## src/rtl/sd_cmd_path_pkg.sv

```systemverilog
package sd_cmd_path_pkg;
  localparam int IDX_W     = 6;
  localparam int ARG_W     = 32;
  localparam int CRC_W     = 7;
  localparam int HDR_W     = 2 + IDX_W + ARG_W;   // bits covered by CRC
  localparam int FRAME_W   = HDR_W + CRC_W + 1;   // 48
  localparam int LONG_W    = 136;
  localparam int LONG_DATA = 128;
  localparam int WORD_W    = 32;
  localparam logic [CRC_W-1:0] CRC_POLY = 7'h09;  // x^7 + x^3 + 1

  typedef enum logic [1:0] {ST_IDLE, ST_TX, ST_WAIT, ST_RX} cmd_state_e;

  function automatic logic [CRC_W-1:0] crc7_step(logic [CRC_W-1:0] c, logic b);
    logic fb;
    fb = c[CRC_W-1] ^ b;
    return {c[CRC_W-2:0], 1'b0} ^ (fb ? CRC_POLY : '0);
  endfunction

  function automatic logic [CRC_W-1:0] crc7_vec(logic [HDR_W-1:0] v);
    logic [CRC_W-1:0] c;
    c = '0;
    for (int i = HDR_W - 1; i >= 0; i--) c = crc7_step(c, v[i]);
    return c;
  endfunction
endpackage

```

## src/rtl/sd_cmd_crc7.sv

```systemverilog
module sd_cmd_crc7
  import sd_cmd_path_pkg::*;
(
  input  logic             clk_i,
  input  logic             rst_ni,
  input  logic             clr_i,
  input  logic             en_i,
  input  logic             bit_i,
  output logic [CRC_W-1:0] crc_o
);
  always_ff @(posedge clk_i or negedge rst_ni) begin
    if (!rst_ni)    crc_o <= '0;
    else if (clr_i) crc_o <= '0;
    else if (en_i)  crc_o <= crc7_step(crc_o, bit_i);
  end
endmodule

```

## src/rtl/sd_cmd_shreg.sv

```systemverilog
module sd_cmd_shreg #(
  parameter int W = 127
) (
  input  logic         clk_i,
  input  logic         rst_ni,
  input  logic         en_i,
  input  logic         bit_i,
  output logic [W-1:0] q_o
);
  always_ff @(posedge clk_i or negedge rst_ni) begin
    if (!rst_ni)   q_o <= '0;
    else if (en_i) q_o <= {q_o[W-2:0], bit_i};
  end
endmodule

```

## src/rtl/sd_cmd_tmo.sv

```systemverilog
module sd_cmd_tmo #(
  parameter int LIMIT = 64
) (
  input  logic clk_i,
  input  logic rst_ni,
  input  logic run_i,
  output logic expire_o
);
  localparam int CW = $clog2(LIMIT + 1);
  localparam logic [CW-1:0] LAST = CW'(LIMIT - 1);

  logic [CW-1:0] cnt_q;

  always_ff @(posedge clk_i or negedge rst_ni) begin
    if (!rst_ni)     cnt_q <= '0;
    else if (!run_i) cnt_q <= '0;
    else             cnt_q <= cnt_q + 1'b1;
  end

  assign expire_o = run_i && (cnt_q == LAST);
endmodule

```

## src/rtl/sd_cmd_path.sv

```systemverilog
module sd_cmd_path
  import sd_cmd_path_pkg::*;
#(
  parameter int TMO_CYC  = 64,
  parameter int STOP_IDX = 12
) (
  input  logic              clk_i,
  input  logic              rst_ni,
  input  logic              start_i,
  input  logic [IDX_W-1:0]  idx_i,
  input  logic [ARG_W-1:0]  arg_i,
  input  logic [1:0]        resp_code_i,
  input  logic              data_cmd_i,
  input  logic              cmd_i,
  output logic              cmd_o,
  output logic              cmd_oe_o,
  output logic              busy_o,
  output logic              sent_o,
  output logic              resp_ok_o,
  output logic              crc_fail_o,
  output logic              timeout_o,
  output logic              stop_xfer_o,
  output logic              data_start_o,
  output logic [WORD_W-1:0] resp_w0_o,
  output logic [WORD_W-1:0] resp_w1_o,
  output logic [WORD_W-1:0] resp_w2_o,
  output logic [WORD_W-1:0] resp_w3_o
);
  localparam int TXC_W = $clog2(FRAME_W);
  localparam int RXC_W = $clog2(LONG_W);
  localparam int SH_W  = LONG_DATA - 1;
  localparam logic [TXC_W-1:0] TX_LAST    = TXC_W'(FRAME_W - 1);
  localparam logic [RXC_W-1:0] SHORT_LAST = RXC_W'(FRAME_W - 1);
  localparam logic [RXC_W-1:0] LONG_LAST  = RXC_W'(LONG_W - 1);
  localparam logic [RXC_W-1:0] CRC_END    = RXC_W'(HDR_W);
  localparam logic [IDX_W-1:0] STOP_CODE  = IDX_W'(STOP_IDX);

  cmd_state_e          state_q;
  logic [FRAME_W-1:0]  tx_sr_q;
  logic [TXC_W-1:0]    tx_cnt_q;
  logic [RXC_W-1:0]    rx_cnt_q;
  logic                want_q, long_q, data_q;
  logic [FRAME_W-1:0]  frame_d;
  logic [LONG_DATA-1:0] rx_nxt;
  logic [SH_W-1:0]     sh_q;
  logic [CRC_W-1:0]    crc_q;
  logic                tmo_exp;
  logic                rx_last;

  assign frame_d = {2'b01, idx_i, arg_i, crc7_vec({2'b01, idx_i, arg_i}), 1'b1};
  assign rx_nxt  = {sh_q, cmd_i};
  assign rx_last = (rx_cnt_q == (long_q ? LONG_LAST : SHORT_LAST));

  sd_cmd_crc7 i_crc (
    .clk_i  (clk_i),
    .rst_ni (rst_ni),
    .clr_i  (state_q == ST_WAIT),
    .en_i   ((state_q == ST_RX) && (rx_cnt_q < CRC_END)),
    .bit_i  (cmd_i),
    .crc_o  (crc_q)
  );

  sd_cmd_shreg #(.W(SH_W)) i_shreg (
    .clk_i  (clk_i),
    .rst_ni (rst_ni),
    .en_i   (state_q == ST_RX),
    .bit_i  (cmd_i),
    .q_o    (sh_q)
  );

  sd_cmd_tmo #(.LIMIT(TMO_CYC)) i_tmo (
    .clk_i    (clk_i),
    .rst_ni   (rst_ni),
    .run_i    (state_q == ST_WAIT),
    .expire_o (tmo_exp)
  );

  always_ff @(posedge clk_i or negedge rst_ni) begin
    if (!rst_ni) begin
      state_q      <= ST_IDLE;
      tx_sr_q      <= '0;
      tx_cnt_q     <= '0;
      rx_cnt_q     <= '0;
      want_q       <= 1'b0;
      long_q       <= 1'b0;
      data_q       <= 1'b0;
      sent_o       <= 1'b0;
      resp_ok_o    <= 1'b0;
      crc_fail_o   <= 1'b0;
      timeout_o    <= 1'b0;
      stop_xfer_o  <= 1'b0;
      data_start_o <= 1'b0;
      resp_w0_o    <= '0;
      resp_w1_o    <= '0;
      resp_w2_o    <= '0;
      resp_w3_o    <= '0;
    end else begin
      stop_xfer_o  <= 1'b0;
      data_start_o <= 1'b0;
      unique case (state_q)
        ST_IDLE: if (start_i) begin
          tx_sr_q     <= frame_d;
          tx_cnt_q    <= '0;
          want_q      <= resp_code_i[0];
          long_q      <= resp_code_i[1];
          data_q      <= data_cmd_i;
          sent_o      <= 1'b0;
          resp_ok_o   <= 1'b0;
          crc_fail_o  <= 1'b0;
          timeout_o   <= 1'b0;
          stop_xfer_o <= (idx_i == STOP_CODE);
          state_q     <= ST_TX;
        end
        ST_TX: begin
          tx_sr_q <= {tx_sr_q[FRAME_W-2:0], 1'b1};
          if (tx_cnt_q == TX_LAST) begin
            sent_o <= 1'b1;
            if (want_q) state_q <= ST_WAIT;
            else begin
              state_q      <= ST_IDLE;
              data_start_o <= data_q;
            end
          end else begin
            tx_cnt_q <= tx_cnt_q + 1'b1;
          end
        end
        ST_WAIT: begin
          if (!cmd_i) begin
            rx_cnt_q <= RXC_W'(1);
            state_q  <= ST_RX;
          end else if (tmo_exp) begin
            timeout_o <= 1'b1;
            state_q   <= ST_IDLE;
          end
        end
        ST_RX: begin
          if (rx_last) begin
            state_q <= ST_IDLE;
            if (long_q) begin
              {resp_w0_o, resp_w1_o, resp_w2_o, resp_w3_o} <= rx_nxt;
              resp_ok_o    <= 1'b1;
              data_start_o <= data_q;
            end else if (crc_q == rx_nxt[CRC_W:1]) begin
              resp_w0_o    <= rx_nxt[HDR_W-1:CRC_W+1];
              resp_ok_o    <= 1'b1;
              data_start_o <= data_q;
            end else begin
              crc_fail_o <= 1'b1;
            end
          end else begin
            rx_cnt_q <= rx_cnt_q + 1'b1;
          end
        end
        default: state_q <= ST_IDLE;
      endcase
    end
  end

  assign cmd_oe_o = (state_q == ST_TX);
  assign cmd_o    = cmd_oe_o ? tx_sr_q[FRAME_W-1] : 1'b1;
  assign busy_o   = (state_q != ST_IDLE);
endmodule

```

## config.mk

```make
export PLATFORM = sky130hd
export DESIGN_NAME = sd_cmd_path
export DESIGN_NICKNAME = d
export VERILOG_FILES = /design/src/rtl/sd_cmd_path_pkg.sv /design/src/rtl/sd_cmd_crc7.sv /design/src/rtl/sd_cmd_shreg.sv /design/src/rtl/sd_cmd_tmo.sv /design/src/rtl/sd_cmd_path.sv
export SDC_FILE = /design/constraint.sdc
export NUM_CORES = 1
export LEC_CHECK = 0
export BUFFER_PORTS_ARGS = -buffer_cell sky130_fd_sc_hd__buf_2
export CORE_MARGIN = 2
export CORE_UTILIZATION = 58
export DETAILED_ROUTE_END_ITERATION = 7
export PLACE_DENSITY = 0.82
export SETUP_SLACK_MARGIN = 0.2
export SYNTH_ARGS = -nofsm -noshare
export SYNTH_HDL_FRONTEND = slang
export SYNTH_HIERARCHICAL = 1
export SYNTH_SLANG_ARGS = --single-unit
```

## constraint.sdc

```tcl
create_clock -name clk_i -period 3.2 [get_ports clk_i]
set_clock_uncertainty 0.1 [all_clocks]
set_input_delay 0.64 -clock clk_i [delete_from_list [all_inputs] [get_ports clk_i]]
set_output_delay 0.64 -clock clk_i [all_outputs]
set_load 0.02 [all_outputs]
```

======== After elaboration in Yosys (flattened, before gate mapping) ========
Index checks and enable logic that the tools add are counted.
storage, ports and cells
  output and inout port bits .............. 137
  input bits .............................. 45
  bits in registers ....................... 342
  word-level logic and storage cells ...... 225
operators by class
  magnitude comparators ................... 1
  reductions and logical operators ........ 21
  add/subtract/negate cells ............... 3
  equal/unequal tests ..................... 20
  muxes and demuxes ....................... 83
  bitwise operators ....................... 77
operator list
  operator                                                                       count
  7-bit by 4-bit XOR with 7-bit output                                           36
  4-bit 2-to-1 mux                                                               39
  48-bit one-hot mux with 2 select lines                                         1
  32-bit 2-to-1 mux                                                              2
  48-bit 2-to-1 mux                                                              1
  1-bit XOR                                                                      36
  8-bit 2-to-1 mux                                                               3
  7-bit 2-to-1 mux                                                               3
  1-bit 2-to-1 mux                                                               18
  2-bit != test (second input constant)                                          9
  8-bit one-hot mux with 2 select lines                                          1
  3-bit AND reduction                                                            5
  2-bit nonzero test                                                             7
  2-bit 2-to-1 mux                                                               6
  6-bit 2-to-1 mux                                                               2
  6-bit one-hot mux with 2 select lines                                          1
  4-bit AND reduction                                                            3
  1-bit one-hot mux with 2 select lines                                          5
  8-bit by 1-bit adder with 8-bit output (second input constant)                 1
  8-bit equality test                                                            1
  8-bit by 6-bit less-than comparator with 1-bit output (second input constant)  1
  2-bit one-hot mux with 4 select lines                                          1
  7-bit by 1-bit adder with 7-bit output (second input constant)                 1
  7-bit by 6-bit equality test with 1-bit output (second input constant)         1
  16 further kinds                                                               21

======== Logic depth before layout (Yosys ltp) ========
Gate-level depths: netlist (run 1).
  word-level depth ........................ 111
  depth in mapped cells ................... 8
  depth with buffers taken out ............ 7

======== Modules after synthesis ========
The synthesis (run 1) kept the hierarchy.
modules (own cells, without submodules)
  module        seq. area each (µm²)  area each (µm²)  instances  cells an instance
  sd_cmd_path   5029.8                9177.6           1          745
  sd_cmd_shreg  3178.0                4822.1           1          268
  sd_cmd_crc7   175.2                 320.3            1          28
  sd_cmd_tmo    175.2                 316.6            1          26

======== Least setup slack after synthesis (run 1) ========
Ideal clock, no wire load.
  kind .................................... input-to-reg
  start point ............................. input port arg_i[26]
  end point ............................... register tx_sr_q[5]
  setup slack ............................. 802 ps
  arrival time ............................ 2166 ps
  cell stages on the path ................. 6
  required time ........................... 2968 ps
  setup time .............................. 132 ps
  cell sequence ........................... xnor3_1 xnor2_2 xnor3_2 xor2_1 xor2_1 o21ai_1
on the way
  cells in the longest elaborated chain, start to end .. 39
  elaborated cells on any way between the ends .. 51
  those cells by class .................... 13 x mux; 38 x bitwise
RTL lines
  element                                                                          RTL line                                      RTL
  from (decl)                                                                      sd_cmd_path.sv:11                             input logic [ARG_W-1:0] arg_i,
  1-bit XOR (*)                                                                    sd_cmd_path_pkg.sv:16                         fb = c[CRC_W-1] ^ b;
  4-bit 2-to-1 mux (*)                                                             sd_cmd_path_pkg.sv:17                         return {c[CRC_W-2:0], 1'b0} ^ (fb ? CRC_POLY : '0);
  7-bit by 4-bit XOR with 7-bit output (*) (4 in series)                           sd_cmd_path_pkg.sv:17
  1-bit XOR / 7-bit by 4-bit XOR with 7-bit output (equally long branches)         sd_cmd_path_pkg.sv:16, sd_cmd_path_pkg.sv:17
  4-bit 2-to-1 mux / 7-bit by 4-bit XOR with 7-bit output (equally long branches)  sd_cmd_path_pkg.sv:17
  7-bit by 4-bit XOR with 7-bit output (*) (4 in series)                           sd_cmd_path_pkg.sv:17
  1-bit XOR / 7-bit by 4-bit XOR with 7-bit output (equally long branches)         sd_cmd_path_pkg.sv:16, sd_cmd_path_pkg.sv:17
  4-bit 2-to-1 mux / 7-bit by 4-bit XOR with 7-bit output (equally long branches)  sd_cmd_path_pkg.sv:17
  7-bit by 4-bit XOR with 7-bit output (*) (7 in series)                           sd_cmd_path_pkg.sv:17
  1-bit XOR / 7-bit by 4-bit XOR with 7-bit output (equally long branches)         sd_cmd_path_pkg.sv:16, sd_cmd_path_pkg.sv:17
  4-bit 2-to-1 mux / 7-bit by 4-bit XOR with 7-bit output (equally long branches)  sd_cmd_path_pkg.sv:17
  7-bit by 4-bit XOR with 7-bit output (*) (7 in series)                           sd_cmd_path_pkg.sv:17
  1-bit XOR / 7-bit by 4-bit XOR with 7-bit output (equally long branches)         sd_cmd_path_pkg.sv:16, sd_cmd_path_pkg.sv:17
  4-bit 2-to-1 mux / 7-bit by 4-bit XOR with 7-bit output (equally long branches)  sd_cmd_path_pkg.sv:17
  7-bit by 4-bit XOR with 7-bit output (*) (5 in series)                           sd_cmd_path_pkg.sv:17
  48-bit 2-to-1 mux (*)                                                            sd_cmd_path.sv:101                            ST_IDLE: if (start_i) begin
  48-bit one-hot mux with 2 select lines (*)                                       sd_cmd_path.sv:100                            unique case (state_q)
  to (signal assigned)                                                             sd_cmd_path.sv:102                            tx_sr_q <= frame_d;
  to (signal assigned)                                                             sd_cmd_path.sv:115                            tx_sr_q <= {tx_sr_q[FRAME_W-2:0], 1'b1};
  to (decl)                                                                        sd_cmd_path.sv:39                             logic [FRAME_W-1:0] tx_sr_q;
Every way passes the cells marked *; elsewhere a longest branch is shown, timed or not. The select of a mux whose other input is x is not followed.
A chain may end at the register's enable or synchronous reset.

======== Final worst setup path (run 1) ========
  start point ............................. register rx_cnt_q[0]
  end point ............................... register resp_w2_o[23]
on the way
  cells in the longest elaborated chain, start to end .. 2
RTL lines
  element                        RTL line            RTL
  from (decl)                    sd_cmd_path.sv:41   logic [RXC_W-1:0] rx_cnt_q;
  from (signal assigned)         sd_cmd_path.sv:151  rx_cnt_q <= rx_cnt_q + 1'b1;
  8-bit equality test            sd_cmd_path.sv:52   assign rx_last = (rx_cnt_q == (long_q ? LONG_LAST : SHORT_LAST));
  3-bit AND reduction (no line)  -
  to (signal assigned)           sd_cmd_path.sv:140  {resp_w0_o, resp_w1_o, resp_w2_o, resp_w3_o} <= rx_nxt;
  to (decl)                      sd_cmd_path.sv:26   output logic [WORD_W-1:0] resp_w2_o,
No other way between the ends.

==> key figures, run 1 <==
Run status
  – Status: finished clean

Die
  – Site row count: 58
  – Die Ht: between 150 and 200 um
  – Die width: around 160 um
  – Die area: approximately 27000 um^2
  – Core Area: 24960 um^2
  – Num ports: 182
  – Starting density of the core: slightly below 60%

STA
  – RSZ-0062 raised after global routing: false
  – # setup viols final: 0
  – Worst-Margin Slew: approximately 0.72 ns
  – Slew Limit Headroom: 51.79%
  – TNS Setup: 0 ns
  – Fin. Hold Viols: 0
  – Min cycle time layout: 2.622 ns
  – Min Hold Slack: between 0.015 and 0.02 ns
  – Period utilisation layout: between 80% and 90%
  – Final max-slew violation count: 0
  – Max frequency: roughly 0.38 GHz

Critical path
  – Worst Path Required: about 3.5 ns
  – Critical path fanouts, max: 65
  – Crit path capture type: flop
  – Flop-to-flop setup slack: just under 0.6 ns
  – CP Class: flop to flop
  – Crit path from: rx_cnt_q[0]$_DFFE_PN0P_
  – FF-to-FF Start: rx_cnt_q[0]$_DFFE_PN0P_
  – R2r endpoint: resp_w2_o[23]$_DFFE_PN0P_
  – FF-to-FF path depth: 7
  – Startpoint type of the worst setup path: flop
  – WP data arrival: 2.91 ns

Synthesis
  – Synth unique cells: 51
  – Post-Syn Area per Cell: roughly 14 um^2
  – Yosys warns: 6
  – Post-synth EDFFs: 0
  – Main synth FF type: dfrtp_1
  – Async SR Flop Fraction: 100.0%
  – Seq/Total Area, Yosys: 58.47%
  – Synthesized area: 14640 um^2
  – Synth Instances: 1067
  – Net count after synthesis: roughly 1.1k
  – FF+latch count, synth: around 340

Power and ir drop
  – Clk network pwr share: around two fifths
  – Reg power frac: between 40 and 50%
  – Tot Pwr: 11120 uW
  – Net switching fraction of the power: a little over a quarter
  – Worst VDD drop: roughly 0.46 mV
  – Combinational fraction of design power: between 10% and 20%
  – Leakage: between 0.008 and 0.009 uW
  – P_int: 8224 uW
  – Power Density: around 650 nW/um^2
  – NetSw: 2895 uW

Clock network
  – Post-CTS sizing: 0
  – TritonCTS clock tree: done
  – TritonCTS Buffers: 37
  – Clock Tree Root: clkbuf_16
  – Post-CTS Hold Buffers: 0
  – Clk sink count: 342
  – Post-CTS Setup Inserts: 0
  – Clk buf depth: 3
  – Clk_lat worst skew: around 0.50 ns
  – Reg clk slew, reported paths: approximately 0.060 ns
  – CTS H-Tree Depth: 2

Drt
  – First-pass detailed-route iteration total: 5
  – Vias: 8736
  – Wire per inst: roughly 17 um
  – Initial drt markers: 570
  – DRC: 0
  – Via-to-Cell Ratio: 5.450
  – Antenna viol nets, final: 0
  – Final wirelength: around 28000 um

Global routing
  – Met1 GRT Util: between 30% and 40%
  – First-pass GRT wire length: approximately 47000 um
  – Global Route Usage Sum: approximately 22%
  – Largest net degree at the start of global routing: 89
  – Initial antenna violation count: 0
  – Met2 usage: 34.80%
  – GR Layer Usage met3: 5.424%
  – Busiest grt layer: met2
  – Vias in the first global route: between 9k and 10k
  – Grt total ovfl: 0

Layout
  – Most common cell after layout, fill and taps aside: dfrtp_1
  – Commonest cells after routing, fill and taps aside: 341 x dfrtp_1, 193 x mux2_2, 180 x buf_2, 75 x mux2i_1, 64 x nand2_1
  – Nets: 1296
  – Post-route insts no fill: between 1.5k and 2k
  – Finished layout cell area: ~17000 um^2
  – Antenna Cells: 0
  – Area growth syn-to-layout: 17.20%
  – Fraction of layout cells with a size suffix above 1: 39.20%

Job
  – Max Cap Viol: 0

Placement
  – Detailed placement HPWL: roughly 18000 um
  – Number of buffers added on ports: between 150 and 200
  – DP Area: roughly 16000 um^2
  – GP Congestion: between 0.7 and 0.8
  – Placed insts: ~1.5k

Min path
  – Hold WC Path Type: primary input to async pin
## how the worst max path moves through the flow
stage,to,depth (start not counted),slack [ns]
after CTS,resp_w2_o[27]$_DFFE_PN0P_,7,0.60
after global routing,resp_w2_o[27]$_DFFE_PN0P_,7,0.41
after floorplan,tx_sr_q[5]$_DFFE_PN0P_,6,0.80
after detailed placement,tx_sr_q[5]$_DFFE_PN0P_,7,0.56
after global placement,tx_sr_q[5]$_DFFE_PN0P_,7,0.60
final,resp_w2_o[23]$_DFFE_PN0P_,7,0.58
## metal layers
layer	up-vias	share of wire, %
li1	4091	-
met3	43	6.3
met4	0	1.9
met1	4413	44
met5	-	0
met2	189	48
## layout make-up
type / count / area [um^2]
Fill cell: 1764 / 7810
Multi-Input combinational cell: 664 / 5808
Inverter: 4 / 20.02
Clock buffer: 51 / 1081
Timing Repair Buffer: 199 / 1126
Clock inverter: 13 / 146.4
Sequential cell: 342 / 8559
Tap cell: 330 / 412.9
## logic make-up (layout without fill, tap and decap cells)
| logic type | after synthesis | in the layout | share of synthesized area, % |
|---|---|---|---|
| fa+ha+maj | 3 | 3 | 0.2565 |
| mux | 298 | 298 | 23.06 |
| flops | 342 | 342 | 58.47 |
| simple gates | 176 | 176 | 5.480 |
| compound gates | 105 | 105 | 3.958 |
| buf+inv | 61 | 267 | 1.992 |
| xor+xnor | 82 | 82 | 6.788 |
## critical path, cell delays in order, from the launching register on
cell and delay (ns):
dfrtp_1 0.41, ha_1 0.23, nor4bb_1 0.27, o21ai_1 0.15, nor2_1 0.24, nand2_4 0.34, buf_12 0.35, mux2_2 0.33
## Yosys cell counts (all sizes together) (6+ instances only)
library cell  count  area, um^2
dfrtp           342        8558
o21ai            51       255.2
and2              6       37.54
xor2             28       245.2
nand2            65       244.0
clkbuf           24       90.09
mux2            223        2624
xnor2            39       405.4
buf              33       186.4
a22oi             6       45.04
xnor3            12       271.5
nor2             63       236.5
nand3             8       45.04
mux2i            75       750.7
nand4             7       43.79
a21oi            37       185.2
## registers in the layout, indices dropped and copies added (netlist names), 6 cells and up
name / flops
tx_cnt_q: 6
resp_w2_o: 32
resp_w0_o: 32
rx_cnt_q: 8
i_shreg/q_o: 127
i_tmo/cnt_q: 7
resp_w1_o: 32
resp_w3_o: 32
tx_sr_q: 48
i_crc/crc_o: 7
## power groups by stage
stage               logic, uW  clock network (uW)  registers, uW
floorplan                1390                   0           5060
global placement         1770                   0           5100
detailed placement       1840                   0           5130
CTS                      1840                4340           5050
global route             2040                4530           5110
finish                   1820                4240           5060
## through the flow
stage | setup slack, ns | utilization (%)
final | 0.5778 | 68.71
after global routing | 0.4139 | 68.71
after CTS | 0.5993 | 68.71
after detailed placement | 0.5624 | 63.80
after global placement | 0.5963 | 63.80
after floorplan | 0.8015 | -
Power figures use the tool's default switching activity.
==> run 2: changes to the inputs <==
Settings changed: ABC_AREA set to 1, CORE_UTILIZATION 58 to 53, PLACE_DENSITY 0.82 to 0.79.
Clock period 3.2 ns to 2.4 ns, I/O delays scaled along.
==> key figures, run 2 <==
Layout
  – Commonest cells after routing, fill and taps aside: 609 x nand2_1, 342 x dfrtp_1, 173 x buf_2, 129 x inv_1, 128 x o21ai_0
  – Finished layout cell area: 18960 um^2 (+11%)
  – Register area: 8558 um^2 (about the same)
  – Area occupied by multi-input gates: 6487 um^2 (+12%)
  – Most common cell after layout, fill and taps aside: nand2_1
  – Fraction of layout cells with a size suffix above 1: 28.97% (-10 points)
  – Max reg flops: 127 (unchanged)
  – Area growth syn-to-layout: 24.58%
  – Nets: 1984 (+53%)
  – Fill cells: 2194 (+24%)
  – Biggest register: i_shreg/q_o
  – Top flop regs: i_shreg/q_o (127), tx_sr_q (48)

Placement
  – Detailed placement HPWL: 22770 um (+24%)
  – DP Area: 16850 um^2 (+5.8%)
  – GP Congestion: 0.8152 (+2.2%)
  – Number of buffers added on ports: 181 (unchanged)
  – Place WS: -0.5290 ns (-1.091 ns)

Drt
  – Vias: 12.44k (+42%)
  – Final wirelength: 35840 um (+28%)
  – Initial drt markers: 792 (+39%)
  – Top Layer Used: met4
  – Via-to-Cell Ratio: 5.295 (-2.8%)
  – Wire per inst: 15.25 um (-13%)
  – DRC: 0 (unchanged)
  – Met3 Wirelength: 2170 um (+24%)
  – Wl on met1: 15100 um (+23%)
  – First-pass detailed-route iteration total: 5 (unchanged)
  – Met2 WL: 17570 um (+31%)
  – Antenna viol nets, final: 0 (unchanged)

Run status
  – Status: finished clean

Synthesis
  – Net count after synthesis: 1785 (+60%)
  – Post-synth top area cell: dfrtp_1
  – FF+latch count, synth: 342 (unchanged)
  – Top-count cell post-synth: nand2_1
  – Area contributors post-synth: dfrtp_1 56%, nand2_1 17%, mux2_2 5.4%, o21ai_0 4.3%, inv_1 3.5%
  – Seq/Total Area, Yosys: 56.25% (-2.2 points)
  – Main synth FF type: dfrtp_1
  – Synth unique cells: 43 (-16%)
  – Post-Syn Area per Cell: 8.760 um^2 (-36%)
  – Top cells by count, synth: 703 x nand2_1, 342 x dfrtp_1, 141 x inv_1
  – Synthesized area: 15220 um^2 (+4.0%)
  – Post-synth EDFFs: 0 (unchanged)
  – Async SR Flop Fraction: 100.0% (unchanged)
  – Post-synth top area share: 56.25% (-2.2 points)
  – Synth Instances: 1737 (+63%)
  – Yosys warns: 6 (unchanged)

STA
  – Post-route setup slack: 0.01272 ns (-0.5651 ns)
  – Min Hold Slack: 0.08374 ns (+0.06802 ns)
  – Worst-Margin Slew: 0.5798 ns (-0.1435 ns)
  – Min cycle time layout: roughly 2.4 ns
  – Slew Limit Headroom: 61.35% (+9.6 points)
  – TNS Setup: 0 ns (unchanged)
  – Period utilisation layout: between 90% and 100%
  – Max frequency: approximately 0.42 GHz
  – RSZ-0062 raised after global routing: true
  – # setup viols final: 0 (unchanged)
  – Fin. Hold Viols: 0 (unchanged)
  – Final max-slew violation count: 0 (unchanged)

Clock network
  – Clock Tree Root: clkbuf_16
  – CTS H-Tree Depth: 2 (unchanged)
  – Clk sink count: 342 (unchanged)
  – Clk_lat worst skew: 0.52 ns (+0.02 ns)
  – TritonCTS Buffers: 37 (unchanged)
  – Clk buf depth: 3 (unchanged)
  – Reg clk slew, reported paths: 0.06 ns (about the same)
  – TritonCTS clock tree: done

Die
  – Core Area: 28470 um^2 (+14%)
  – Die width: 173.4 um (+6.5%)
  – Starting density of the core: 53.45% (-5.2 points)
  – Site row count: 62 (+6.9%)
  – Num ports: 182 (unchanged)
  – Die area: 30080 um^2 (+13%)
  – Die Ht: 173.4 um (+6.5%)

Power and ir drop
  – Power Density: 962.3 nW/um^2 (+48%)
  – Leakage: 0.01037 uW (+19%)
  – Worst VDD drop: 0.7066 mV (+54%)

Global routing
  – Largest net degree at the start of global routing: 115 (+29%)
  – First-pass GRT wire length: 57770 um (+23%)
  – Vias in the first global route: 11.81k (+30%)
  – Global Route Usage Sum: 23.03% (+1.2 points)
  – Initial antenna violation count: 3 (+3)
  – Grt total ovfl: 0 (unchanged)

Critical path
  – Crit-path max cell delay: 0.17 ns (-0.24 ns)
  – FF-to-FF Start: state_q[0]$_DFFE_PN0P_
  – CP Class: primary input to flop
  – Critical Path, Cell by Cell: buf_4 > inv_4 > nand2_4 > nand2_2 > nand2_2 > nand3_2 > nand2_2 > inv_2 > nand2_2 > nand3_1 > nand2_2 > inv_1 > nand2_4 > nand3_1 > nand2_4 > inv_2 > nand2_2 > nand2_4 > buf_4 > xor2_2 > nand3_2 > nand3_1 > nand2_1 > nand2_1
  – Worst Path Required: 2.71 ns (-0.77 ns)
  – CP max stage cell: xor2_2
  – Crit path from: idx_i[0]
  – Critical path fanouts, max: 4 (-94%)
  – CP dominant cell by count: nand2_2
  – WP data arrival: 2.70 ns (-0.21 ns)
  – Startpoint type of the worst setup path: primary input
  – Crit path capture type: flop

Min path
  – Hold WC Path Type: primary input to flop
  – HP Start: data_cmd_i

Job
  – Max Cap Viol: 0 (unchanged)
run 2: layout make-up:
class	count	share of cell area (%)
Multi-Input combinational cell	1168	34.22
Clock inverter	13	0.7261
Antenna cell	2	0.02640
Tap cell	384	2.535
Sequential cell	342	45.15
Clock buffer	54	5.868
Timing Repair Buffer	233	8.152
Inverter	154	3.320
run 2: power by group:
group / total, uW / switching (uW) / leakage [uW] / internal (uW)
combinational: 5600 / 3610 / 0.00512 / 2000
sequential: 6890 / 406 / 0.00465 / 6490
clock: 5740 / 2290 / 0.000610 / 3450
total: 18200 / 6310 / 0.0104 / 11900
run 2: cells by family (layout without fill, tap and decap cells):
kind of cell,Yosys count,after routing,share of synthesized area (%)
simple gates,867,867,23.24
flops,342,342,56.25
buf+inv,227,454,5.879
compound gates,203,203,7.540
mux,83,83,6.060
xor+xnor,12,12,0.7894
fa+ha+maj,3,3,0.2467
other cells,0,2,0
run 2: per-layer routing:
layer	vias to the layer above	global-route usage [%]
met4	0	6.497
met2	351	38.05
met3	80	4.803
li1	5944	-
met1	6069	31.09
met5	-	0
run 2: final timing paths:
path	to	cells after the start	slack [ns]
min in group asynchronous	i_tmo/cnt_q[2]$_DFF_PN0_	2	0.45
hold reg to reg	i_tmo/cnt_q[0]$_DFF_PN0_	1	0.35
hold / removal	data_q$_DFFE_PN0P_	3	0.08
max in group asynchronous	resp_w2_o[27]$_DFFE_PN0P_	3	0.95
setup reg to reg	tx_sr_q[8]$_DFFE_PN0P_	7	0.29
setup / recovery	tx_sr_q[4]$_DFFE_PN0P_	24	0.01
run 2: critical path, delay by kind of cell:
family | cells | cell delay, ns
buffers and inverters | 6 | 0.48
and+or+nand+nor | 17 | 1.55
xor gates and xnor gates | 1 | 0.17
run 2: timing repair:
| item | CTS | global route |
|---|---|---|
| hold endpoints to repair | 56 | 0 |
| setup endpoints to repair | 9 | 146 |
| hold buffers | 1 | 0 |
| gates cloned | 1 | 0 |
| pin swaps | 28 | 70 |
| gates resized for setup | 55 | 146 |
| setup buffers | 3 | 7 |
run 2: per-stage QoR:
step	std cells	power, uW	utilization, %
finish	2350	18240	66.58
global route	2348	19310	66.56
CTS	2341	17750	64.42
detailed placement	2269	11720	59.18
global placement	2269	11510	59.18
floorplan	1737	10390	-
==> run 3: changes to the inputs <==
Settings changed: ABC_AREA 1 to 0, CORE_UTILIZATION 53 to 52, PLACE_DENSITY 0.79 to 0.78, RECOVER_POWER set to 50, SLEW_MARGIN set to 20.
==> key figures, run 3 (synthesized netlist as in run 1, its figures left out) <==
Placement
  – Number of buffers added on ports: 181 (unchanged)
  – GP Congestion: 0.8329 (+2.2%)
  – Placed insts: 1590 (-30%)
  – Place WS: -0.08053 ns (+0.4484 ns)
  – Detailed placement HPWL: 17860 um (-22%)

Drt
  – Final wirelength: 28670 um (-20%)
  – Via-to-Cell Ratio: 5.253 (-0.80%)
  – Vias: 8736 (-30%)
  – Wire per inst: 17.24 um (+13%)
  – Initial drt markers: 577 (-27%)
  – Antenna viol nets, final: 0 (unchanged)
  – First-pass detailed-route iteration total: 4 (-1)
  – DRC: 0 (unchanged)

Critical path
  – Worst Path Required: 1.82 ns (-0.89 ns)
  – Crit-path max cell delay: 0.38 ns (+0.21 ns)
  – Crit path capture type: output pin
  – CP Class: flop to output pin
  – Critical path fanouts, max: 10 (+6)
  – CP max stage cell: dfrtp_1
  – CP dominant cell by count: buf_6
  – Critical Path, Cell by Cell: buf_6 > nand2b_4 > or2_4 > buf_6
  – Worst path buffer plus inverter count: 2 (-4)
  – Family with the most delay on the worst path: simple AND/OR/NAND/NOR gates
  – Startpoint type of the worst setup path: flop
  – Flop-to-flop setup slack: 0.34 ns (+0.05 ns)
  – WP data arrival: 1.57 ns (-1.13 ns)

STA
  – Period utilisation layout: 89.71% (-9.8 points)
  – TNS Setup: 0 ns (unchanged)
  – # setup viols final: 0 (unchanged)
  – RSZ-0062 raised after global routing: false
  – Max frequency: 0.4645 GHz (+11%)
  – Min cycle time layout: 2.153 ns (-0.2343 ns)
  – Final max-slew violation count: 0 (unchanged)
  – Min Hold Slack: 0.06713 ns (-0.01661 ns)
  – Worst-Margin Slew: 0.9876 ns (+0.4078 ns)
  – Fin. Hold Viols: 0 (unchanged)
  – Post-route setup slack: 0.2470 ns (+0.2343 ns)
  – Slew Limit Headroom: 34.16% (-27 points)

Layout
  – Fraction of layout cells with a size suffix above 1: 37.74% (+8.8 points)
  – Area growth syn-to-layout: 18.83%
  – Antenna Cells: 0 (-2)
  – Nets: 1307 (-34%)
  – Top flop regs: i_shreg/q_o (127), tx_sr_q (48)
  – Post-route insts no fill: 1663 (-29%)
  – Max reg flops: 127 (unchanged)
  – Most common cell after layout, fill and taps aside: dfrtp_1
  – Fill cells: 2145 (-2.2%)
  – Commonest cells after routing, fill and taps aside: 341 x dfrtp_1, 193 x mux2_2, 148 x buf_2, 75 x mux2i_1, 64 x nand2_1
  – Biggest register: i_shreg/q_o

Die
  – Die width: 171.8 um (-0.96%)
  – Site row count: 61 (-1.6%)
  – Core Area: 27780 um^2 (-2.4%)
  – Die Ht: 171.8 um (-0.96%)
  – Starting density of the core: 52.68% (-0.76 points)
  – Num ports: 182 (unchanged)
  – Die area: 29500 um^2 (-1.9%)

Power and ir drop
  – Power Density: 865.8 nW/um^2 (-10%)
  – Worst VDD drop: 0.5784 mV (-18%)
  – Tot Pwr: 15060 uW (-17%)
  – Leakage: 0.008630 uW (-17%)

Global routing
  – Vias in the first global route: 8997 (-24%)
  – Initial antenna violation count: 0 (-3)
  – Global Route Usage Sum: 19.44% (-3.6 points)
  – Largest net degree at the start of global routing: 95 (-17%)
  – Grt total ovfl: 0 (unchanged)
  – First-pass GRT wire length: 46250 um (-20%)

Clock network
  – CTS H-Tree Depth: 2 (unchanged)
  – Clock Tree Root: clkbuf_16
  – Clk sink count: 342 (unchanged)
  – Reg clk slew, reported paths: 0.06 ns (about the same)
  – TritonCTS Buffers: 37 (unchanged)
  – TritonCTS clock tree: done
  – Clk_lat worst skew: 0.51 ns (about the same)
  – Clk buf depth: 3 (unchanged)

Job
  – Max Cap Viol: 0 (unchanged)

Min path
  – Hold WC Path Type: primary input to flop

Run status
  – Status: finished clean
==> run 3: final timing paths <==
kind,startpoint,cells past startpoint,to
worst max-delay path,state_q[1]$_DFFE_PN0P_,4,cmd_o
worst min-delay path,data_cmd_i,3,data_q$_DFFE_PN0P_
worst max register to register,rx_cnt_q[1]$_DFFE_PN0P_,7,rx_cnt_q[5]$_DFFE_PN0P_
worst min register to register,tx_sr_q[0]$_DFFE_PN0P_,1,tx_sr_q[0]$_DFFE_PN0P_
max in group asynchronous,rst_ni,3,tx_sr_q[36]$_DFFE_PN0P_
min in group asynchronous,rst_ni,2,i_shreg/q_o[43]$_DFFE_PN0P_
==> run 3: tightest hold or removal path, cell delays in order <==
cell     delay (ns)
buf_2          0.08
nand2_1        0.04
nand2_1        0.05
==> run 3: layer usage <==
layer,up-vias,global-route usage [%],wire length (um)
li1,4114,-,-
met1,4439,26.32,12990
met2,159,31.66,13480
met3,24,5.246,1856
met4,0,4.275,333
met5,-,0,0
==> run 3: repair_timing <==
item / 4_1_cts / 5_1_grt
hold buffers: 1 / 0
gates cloned: 0 / 2
resized for setup: 5 / 13
endpoints found under the hold margin: 24 / 0
buffers inserted: 2 / 3
pin swaps: 1 / 3
endpoints found under the setup margin: 98 / 141
==> run 3: stage by stage <==
step / cell area, um^2 / utilization (%)
6_report: 17390 / 62.61
5_1_grt: 17390 / 62.61
4_1_cts: 17350 / 62.47
3_5_place_dp: 16060 / 57.80
3_3_place_gp: 16060 / 57.80
2_1_floorplan: 14640 / -
==> run 3: layout make-up <==
type	count	area, um^2	area share, %
Sequential cell	342	8559	49.21
Tap cell	378	473.0	2.719
Multi-Input combinational cell	664	5863	33.71
Timing Repair Buffer	210	1224	7.035
Clock buffer	54	1090	6.266
Clock inverter	11	162.7	0.9352
Inverter	4	21.27	0.1223
==> run 3: where the power goes <==
group	internal [uW]	switching, uW
Clock	3580	2200
Combinational	1250	1320
Sequential	6340	384
Total	11200	3890
